[src/rtl/ieu_pkg.sv]
package ieu_pkg;

  typedef enum logic [1:0] {
    OP_ADD  = 2'd0,
    OP_DIVS = 2'd1,
    OP_DIVU = 2'd2,
    OP_NOP  = 2'd3
  } ieu_op_e;

  // Status word layout; the pipeline decodes these positions.
  typedef struct packed {
    logic ove;  // bit 3: overflow trap enable
    logic f;    // bit 2: compare flag
    logic ov;   // bit 1: signed overflow
    logic cy;   // bit 0: carry / divide-by-zero marker
  } ieu_sr_t;

endpackage

[src/rtl/ieu_add_flags.sv]
module ieu_add_flags #(
  parameter int W = 32
) (
  input  logic [W-1:0] a,
  input  logic [W-1:0] b,
  output logic [W-1:0] sum,
  output logic         carry,
  output logic         ovf,
  output logic         zero
);
  localparam int MSB = W - 1;

  logic [W:0] wide;

  always_comb begin
    wide  = {1'b0, a} + {1'b0, b};
    sum   = wide[W-1:0];
    // Carry-out is the same event as "unsigned sum below first operand".
    carry = wide[W];
    // Like-signed inputs whose sum flips sign.
    ovf   = (a[MSB] ~^ b[MSB]) & (wide[MSB] ^ a[MSB]);
    zero  = (wide[W-1:0] == '0);
  end
endmodule

[src/rtl/ieu_serial_div.sv]
module ieu_serial_div #(
  parameter int W = 32
) (
  input  logic         clk,
  input  logic         rst_n,
  input  logic         start,
  input  logic         is_signed,
  input  logic [W-1:0] dividend,
  input  logic [W-1:0] divisor,
  output logic         busy,
  output logic         done,
  output logic [W-1:0] quotient
);
  localparam int CW = (W > 1) ? $clog2(W) : 1;
  localparam logic [CW-1:0] LAST = CW'(W - 1);

  logic [W:0]    rem_q;
  logic [W-1:0]  quo_q;
  logic [W-1:0]  den_q;
  logic          neg_q;
  logic [CW-1:0] cnt_q;
  logic          run_q;
  logic          fin_q;

  logic [W:0]    rem_sh;
  logic [W:0]    trial;
  logic [W-1:0]  mag_a;
  logic [W-1:0]  mag_b;

  always_comb begin
    mag_a  = (is_signed && dividend[W-1]) ? (~dividend + 1'b1) : dividend;
    mag_b  = (is_signed && divisor[W-1])  ? (~divisor  + 1'b1) : divisor;
    rem_sh = {rem_q[W-1:0], quo_q[W-1]};
    trial  = rem_sh - {1'b0, den_q};
  end

  always_ff @(posedge clk or negedge rst_n) begin
    if (!rst_n) begin
      rem_q <= '0;
      quo_q <= '0;
      den_q <= '0;
      neg_q <= 1'b0;
      cnt_q <= '0;
      run_q <= 1'b0;
      fin_q <= 1'b0;
    end else begin
      fin_q <= 1'b0;
      if (start && !run_q && !fin_q) begin
        rem_q <= '0;
        quo_q <= mag_a;
        den_q <= mag_b;
        neg_q <= is_signed & (dividend[W-1] ^ divisor[W-1]);
        cnt_q <= '0;
        run_q <= 1'b1;
      end else if (run_q) begin
        if (!trial[W]) begin
          rem_q <= trial;
          quo_q <= {quo_q[W-2:0], 1'b1};
        end else begin
          rem_q <= rem_sh;
          quo_q <= {quo_q[W-2:0], 1'b0};
        end
        cnt_q <= cnt_q + 1'b1;
        if (cnt_q == LAST) begin
          run_q <= 1'b0;
          fin_q <= 1'b1;
        end
      end
    end
  end

  assign busy     = run_q | fin_q;
  assign done     = fin_q;
  assign quotient = neg_q ? (~quo_q + 1'b1) : quo_q;
endmodule

[src/rtl/int_exec_unit.sv]
module int_exec_unit
  import ieu_pkg::*;
#(
  parameter int W = 32
) (
  input  logic         clk,
  input  logic         rst_n,
  input  logic         in_valid,
  output logic         in_ready,
  input  logic [1:0]   op,
  input  logic [W-1:0] opa,
  input  logic [W-1:0] opb,
  input  logic         set_flag_en,
  input  logic [3:0]   status_in,
  output logic         out_valid,
  output logic [W-1:0] result,
  output logic         wr_en,
  output logic [3:0]   status_out,
  output logic         range_exc
);
  ieu_op_e  op_e;
  ieu_sr_t  sr_in;
  ieu_sr_t  sr_add;
  ieu_sr_t  sr_hold;
  logic     accept;
  logic     is_div;
  logic     div_zero;
  logic     div_start;
  logic     div_busy;
  logic     div_done;
  logic [W-1:0] div_quot;
  logic [W-1:0] add_sum;
  logic     add_cy;
  logic     add_ov;
  logic     add_zero;

  assign op_e      = ieu_op_e'(op);
  assign sr_in     = ieu_sr_t'(status_in);
  assign in_ready  = ~div_busy;
  assign accept    = in_valid & in_ready;
  assign is_div    = (op_e == OP_DIVS) || (op_e == OP_DIVU);
  assign div_zero  = (opb == '0);
  assign div_start = accept & is_div & ~div_zero;

  ieu_add_flags #(.W(W)) u_add (
    .a     (opa),
    .b     (opb),
    .sum   (add_sum),
    .carry (add_cy),
    .ovf   (add_ov),
    .zero  (add_zero)
  );

  ieu_serial_div #(.W(W)) u_div (
    .clk       (clk),
    .rst_n     (rst_n),
    .start     (div_start),
    .is_signed (op_e == OP_DIVS),
    .dividend  (opa),
    .divisor   (opb),
    .busy      (div_busy),
    .done      (div_done),
    .quotient  (div_quot)
  );

  always_comb begin
    sr_add    = sr_in;
    sr_add.cy = add_cy;
    sr_add.ov = add_ov;
    if (set_flag_en) sr_add.f = add_zero;
  end

  always_ff @(posedge clk or negedge rst_n) begin
    if (!rst_n) begin
      sr_hold <= '0;
    end else if (div_start) begin
      sr_hold <= sr_in;
    end
  end

  always_ff @(posedge clk or negedge rst_n) begin
    if (!rst_n) begin
      out_valid  <= 1'b0;
      result     <= '0;
      wr_en      <= 1'b0;
      status_out <= '0;
      range_exc  <= 1'b0;
    end else begin
      out_valid <= 1'b0;
      wr_en     <= 1'b0;
      range_exc <= 1'b0;
      if (accept) begin
        unique case (op_e)
          OP_ADD: begin
            out_valid  <= 1'b1;
            result     <= add_sum;
            wr_en      <= 1'b1;
            status_out <= sr_add;
            range_exc  <= sr_in.ove & add_ov;
          end
          OP_DIVS, OP_DIVU: begin
            if (div_zero) begin
              out_valid  <= 1'b1;
              status_out <= status_in | 4'b0001;
              range_exc  <= 1'b1;
            end
          end
          default: begin
            out_valid  <= 1'b1;
            status_out <= status_in;
          end
        endcase
      end else if (div_done) begin
        out_valid  <= 1'b1;
        result     <= div_quot;
        wr_en      <= 1'b1;
        status_out <= sr_hold;
      end
    end
  end
endmodule

[config.mk]
export PLATFORM = sky130hd
export DESIGN_NAME = int_exec_unit
export DESIGN_NICKNAME = d
export VERILOG_FILES = /design/src/rtl/ieu_pkg.sv /design/src/rtl/ieu_add_flags.sv /design/src/rtl/ieu_serial_div.sv /design/src/rtl/int_exec_unit.sv
export SDC_FILE = /design/constraint.sdc
export NUM_CORES = 1
export LEC_CHECK = 0
export ABC_AREA = 1
export BUFFER_PORTS_ARGS = -buffer_cell sky130_fd_sc_hd__buf_2
export CORE_MARGIN = 4
export CORE_UTILIZATION = 55
export CTS_BUF_LIST = sky130_fd_sc_hd__clkbuf_8
export DETAILED_ROUTE_END_ITERATION = 12
export PLACE_DENSITY = 0.74
export REMOVE_ABC_BUFFERS = 1
export SYNTH_ARGS = -nofsm -noshare
export SYNTH_HDL_FRONTEND = slang
export SYNTH_SLANG_ARGS = --single-unit
[constraint.sdc]
create_clock -name clk -period 2.7 [get_ports clk]
set_clock_uncertainty 0.05 [all_clocks]
set_input_delay 0.135 -clock clk [delete_from_list [all_inputs] [get_ports clk]]
set_output_delay 0.135 -clock clk [all_outputs]
set_load 0.1 [all_outputs]
==> results.cfg, run 1 <==
[clock_network]
clk_pin_slew_ns = 0.10
clk_root_buffer_cell = clkbuf_8
clk_path_buf_depth = 2
h-tree-depth = 4
cts_buffers = 17
cts_tree = done
cts.sinks = 147
clk_latency_ns = 0.48

[setup_path]
cp-start-kind = flop
crit_fanout = 5
path_class = reg -> reg
slowest_delay_ns = 0.37
crit_chain = inv_1 > ha_2 > fa_2 > o21a_1 > o21ai_2 > a21oi_2 > nand3b_4 > nand3_4 > nand2_8 > buf_6 > or2_1 > nand3_1 > nand2_1
worst-path-buf-inv = 2
cpMaxStageDelayCell = fa_2
worstSetupEndpointType = flop
worstPathRequired_ns = 3.02
arrival_ns = 2.93
path_delay_family = simple AND/OR/NAND/NOR gates

[logic_synthesis]
synth_edf_count = 0
async_flop_share = 1.00
yosys-top-cells-area = dfrtp_1 (28%), nand2_1 (17%), inv_1 (7.3%)
synth_ff_type = dfrtp_1
synthesis.area_um2 = 13200
yosys.cell_count.top_type = nand2_1
ys_ff_latch = 147
synth.top_cells.by_count = nand2_1 (593), inv_1 (258), nor2_1 (192)
syn_inst = 2012
yosys.area.top_type_share = 0.278
ys_warn_count = 0
synth.avg_cell_area_um2 = 6.57
synth_cell_types = 58
synth_top_cell_by_area = dfrtp_1
synth_seq_area_share = 0.278

[routing]
drc = 0
vias_per_cell = 5.67
routed_wl_um = 45700
drt_iter0_drc = 1435
first_pass_iters = 6
postRouteAntennaNets = 0
vias = 14200
wl_per_cell_um = 18.3

[finish]
insertedDiodeCount = 0
syn_to_final_growth_pct = 15.7
fin_area_um2 = 15300
fin_nets = 2315
seqCellArea_um2 = 3680
drive_gt1_frac = 0.139
nFillCells = 2227
multi_input_area_um2 = 8430

[global_route]
grt_pass1_vias = 13100
grt_first_pass_wirelength_um = 69500
grt.total_usage = 0.332
grt_max_degree = 80
antenna_found_initial = 1
overflow = 0

[place]
dp_hpwl_um = 34600
port_buffers = 113
place_area_um2 = 14300
routabilityCongestion = 1.01

[die]
ios = 114
start_util = 0.561
dieArea_um2 = 26600
die_h_um = 163
die_w_um = 163
num_rows = 56
coreArea_um2 = 23500

[run]
max_cap_viol_count = 0

[timing]
fmax_mhz = 384
max_slew_margin = 0.315
setup_viol = 0
grt_setup_unrepaired = yes
final_hold_viol_count = 0
drv_slew = 0
tightest_slew_ns = 1.03
layout_min_cycle_time_ns = 2.61
timing.hold.ws_ns = 0.0158
fin_crit_sh = 0.965

[power_and_ir_drop]
ir_worst_vdd_v = 0.000873
cellPowerDensity_nw_per_um2 = 1340
p_leak_nw = 7.76

[min_path]
hp-class = in -> reg

[run_status]
outcome = complete, no violations
[power breakdown]
| group | switching [mW] | internal [mW] | leakage [nW] | total (mW) |
|---|---|---|---|---|
| registers | 0.892 | 3.34 | 1.78 | 4.24 |
| logic | 9.42 | 5.10 | 5.79 | 14.5 |
| clock network | 0.992 | 0.768 | 0.194 | 1.76 |
[cell families after synthesis]
family	Yosys count	share of synthesized area
compound gates	365	0.160
xor+xnor	96	0.0636
fa+ha+maj	74	0.0712
buf+inv	324	0.0979
flops	147	0.278
simple gates	1006	0.328
[layout by cell type, fill, tap and decap left out, drive strengths merged]
cell         count
a2111oi          1
a211oi           1
a21boi           4
a21o             7
a21oi           91
a221oi           1
a22o             5
a22oi            1
a31oi           30
a41oi            1
and2             6
and3             1
buf            174
bufinv           1
clkbuf          23
clkinv           2
clkinvlp         3
dfrtp          147
dlygate4sd3     14
fa               2
ha              72
inv            274
nand2          600
nand3          106
nand3b          11
nand4           30
nor2           204
nor3            31
nor4            11
o211ai          30
o21a             4
o21ai          172
o21bai           3
o221ai           5
o22ai            5
o31ai            3
o41ai            1
or2              7
xnor2           39
xor2            57
[per-stage QoR]
stage	utilization	cells	power [mW]	setup TNS, ns	setup slack (ns)
after global routing	0.649	2499	22.0	-0.0624	-0.0180
after floorplan	-	1954	13.6	-388.19	-3.28
after CTS	0.631	2481	19.0	0	0.0452
final	0.649	2499	20.5	0	0.0941
after global placement	0.609	2435	17.0	0	0.00276
after detailed placement	0.609	2435	17.1	-0.00936	-0.00936
[flip-flops by register name (all words and copies together) (netlist names), 4 cells and up]
| signal | flops |
|---|---|
| u_div.rem_q | 32 |
| u_div.quo_q | 32 |
| u_div.den_q | 32 |
| status_out | 4 |
| sr_hold | 4 |
| result | 32 |
| u_div.cnt_q | 5 |
[final timing paths]
check | startpoint | to | slack, ns | cells after the start
min in group asynchronous | rst_n | u_div.rem_q[8] | 0.16 | 2
max in group asynchronous | rst_n | result[21] | 1.70 | 3
max | u_div.quo_q[31] | u_div.rem_q[8] | 0.09 | 13
min reg2reg | status_out[2] | status_out[2] | 0.43 | 2
min | opb[17] | u_div.den_q[17] | 0.02 | 3
max reg2reg | u_div.quo_q[31] | u_div.rem_q[8] | 0.09 | 13
[worst register-to-register path, stage by stage (launching register included)]
cell,delay [ns]
dfrtp_1,0.36
inv_1,0.08
ha_2,0.20
fa_2,0.37
o21a_1,0.22
o21ai_2,0.21
a21oi_2,0.10
nand3b_4,0.18
nand3_4,0.14
nand2_8,0.11
buf_6,0.15
or2_1,0.20
nand3_1,0.06
nand2_1,0.07
[area by class of cell]
class / count / area share
sequential: 147 / 0.241
timing repair buffer: 193 / 0.0917
multi-input combinational: 1542 / 0.551
clock inverter: 14 / 0.00851
clock buffer: 18 / 0.0162
tap: 319 / 0.0261
inverter: 266 / 0.0653
[per-layer routing]
layer	vias up	global-route usage	part of all wire
met2	620	0.550	0.47
met1	6585	0.446	0.41
li1	6863	-	-
met4	2	0.0888	0.028
met5	-	0	0.00024
met3	100	0.0653	0.089
[timing repair]
action                                  4_1_cts  5_1_grt
hold endpoints to repair                     79        0
setup buffers                                 0        9
hold buffers                                 14        0
gates resized for setup                       0       42
endpoints found under the setup margin        0       43
Note: power is estimated with default switching activity, not from simulation.
==> run 2, diff against run 1 <==
==> constraint.sdc (replaced) <==
create_clock -name clk -period 2.7 [get_ports clk]
set_clock_uncertainty 0.05 [all_clocks]
set_input_delay 0.405 -clock clk [delete_from_list [all_inputs] [get_ports clk]]
set_output_delay 0.405 -clock clk [all_outputs]
set_load 0.1 [all_outputs]
==> results.cfg, run 2 (same netlist as run 1, synthesis figures left out) <==
[place]
routabilityCongestion = 1.17
dp_hpwl_um = 33800
port_buffers = 113
pre_cts_slack_ns = -0.151
dp.cells = 2482

[setup_path]
cp-start-kind = flop
worst-path-buf-inv = 2
worstPathRequired_ns = 3.01
reg2reg_setup_slack_ns = 0.07
path_delay_family = compound AO/OA/AOI/OAI gates
cpMaxStageDelayCell = dfrtp_1
timing.rr.end = u_div.rem_q[3]
path_class = reg -> reg
arrival_ns = 2.94
rr_worst_depth = 12
slowest_delay_ns = 0.41
reg2reg_from = u_div.den_q[0]
worstSetupEndpointType = flop
crit_fanout = 11
crit_chain = ha_2 > fa_2 > o21a_1 > o21ai_2 > a21oi_2 > nand3b_4 > nand3_4 > nand2_8 > buf_12 > buf_4 > o211ai_1 > nand2_1

[global_route]
grt_first_pass_wirelength_um = 68900
antenna_found_initial = 0
overflow = 0
grt_max_degree = 62
grt_pass1_vias = 13600
grt.total_usage = 0.324

[timing]
timing.hold.ws_ns = 0.110
tightest_slew_ns = 0.964
max_slew_margin = 0.357
setup_viol = 0
final_hold_viol_count = 0
fmax_mhz = 381
layout_min_cycle_time_ns = 2.63
fin_crit_sh = 0.973
fin_ws_ns = 0.0739
grt_setup_unrepaired = yes
drv_slew = 0

[clock_network]
h-tree-depth = 4
clk_pin_slew_ns = 0.10
cts_buffers = 17
cts.sinks = 147
clk_latency_ns = 0.46
clk_path_buf_depth = 2
cts_tree = done
clk_root_buffer_cell = clkbuf_8

[die]
coreArea_um2 = 23500
dieArea_um2 = 26600
ios = 114
die_h_um = 163
num_rows = 56
start_util = 0.561
die_w_um = 163

[finish]
final_common_cell = nand2_1
drive_gt1_frac = 0.154
syn_to_final_growth_pct = 16.2
insertedDiodeCount = 0
nFillCells = 2159
stdcell_count = 2519
final_cell_mix = nand2_1 (588), inv_1 (256), nor2_1 (192)
utilization = 0.652
fin_nets = 2336
seqCellArea_um2 = 3680
multi_input_area_um2 = 8410

[routing]
drt_iter0_drc = 1574
vias = 14300
drc = 0
postRouteAntennaNets = 0
routed_wl_um = 43400
vias_per_cell = 5.69
wl_per_cell_um = 17.2
first_pass_iters = 9

[min_path]
hp-start = status_in[1]
hold_end = sr_hold[1]
whs_path_depth = 3
hp-class = in -> reg

[power_and_ir_drop]
ir_worst_vdd_v = 0.00117
cellPowerDensity_nw_per_um2 = 1300
p_leak_nw = 7.83

[run]
max_cap_viol_count = 0

[run_status]
outcome = complete, no violations
run 2: where the power goes:
| part | switching, mW | internal (mW) | leakage (nW) | total, mW |
|---|---|---|---|---|
| registers | 0.854 | 3.34 | 1.78 | 4.20 |
| clock network | 0.940 | 0.896 | 0.204 | 1.84 |
| logic | 9.18 | 4.80 | 5.85 | 14.0 |
| total | 11.0 | 9.04 | 7.83 | 20.0 |
run 2: what timing repair did:
| item | in CTS | in global routing |
|---|---|---|
| setup buffers | 0 | 3 |
| endpoints found under the setup margin | 0 | 38 |
| hold endpoints to repair | 34 | 0 |
| gates resized for setup | 0 | 43 |
| hold buffers | 1 | 0 |
run 2: area by class of cell:
| type | instances | area share |
|---|---|---|
| multi-input cells | 1541 | 0.548 |
| flip-flops and latches | 147 | 0.240 |
| repair buffers | 215 | 0.0955 |
| inverters | 266 | 0.0650 |
| well taps | 319 | 0.0260 |
| clock buffers | 20 | 0.0179 |
| clock inverters | 11 | 0.00807 |
run 2: how the worst max path moves through the flow:
stage | from | endpoint | cells after the start
after global routing | u_div.rem_q[24] | u_div.rem_q[3] | 11
after floorplan | u_div.run_q | u_div.quo_q[0] | 8
final | u_div.den_q[0] | u_div.rem_q[3] | 12
after CTS | u_div.quo_q[31] | u_div.rem_q[23] | 14
after detailed placement | opa[0] | status_out[2] | 21
after global placement | opa[0] | status_out[2] | 22
run 2: worst reg2reg max path: stages, from the launching register on:
cell	delay, ns
dfrtp_1	0.41
ha_2	0.21
fa_2	0.36
o21a_1	0.24
o21ai_2	0.22
a21oi_2	0.10
nand3b_4	0.18
nand3_4	0.13
nand2_8	0.11
buf_12	0.17
buf_4	0.13
o211ai_1	0.15
nand2_1	0.07
run 2: routing by layer:
| layer | track usage | share of wire |
|---|---|---|
| met1 | 0.435 | 0.41 |
| met2 | 0.524 | 0.46 |
| met3 | 0.0567 | 0.095 |
| met4 | 0.122 | 0.041 |
| met5 | 0 | 0 |
run 2: through the flow:
stage | TNS (ns) | instance area, µm² | total power, mW
CTS | 0 | 15100 | 19.0
floorplan | -388.19 | 12900 | 13.6
global route | -0.191 | 15400 | 21.6
detailed placement | -0.225 | 14700 | 17.1
finish | 0 | 15400 | 20.0
global placement | -0.0710 | 14700 | 16.8
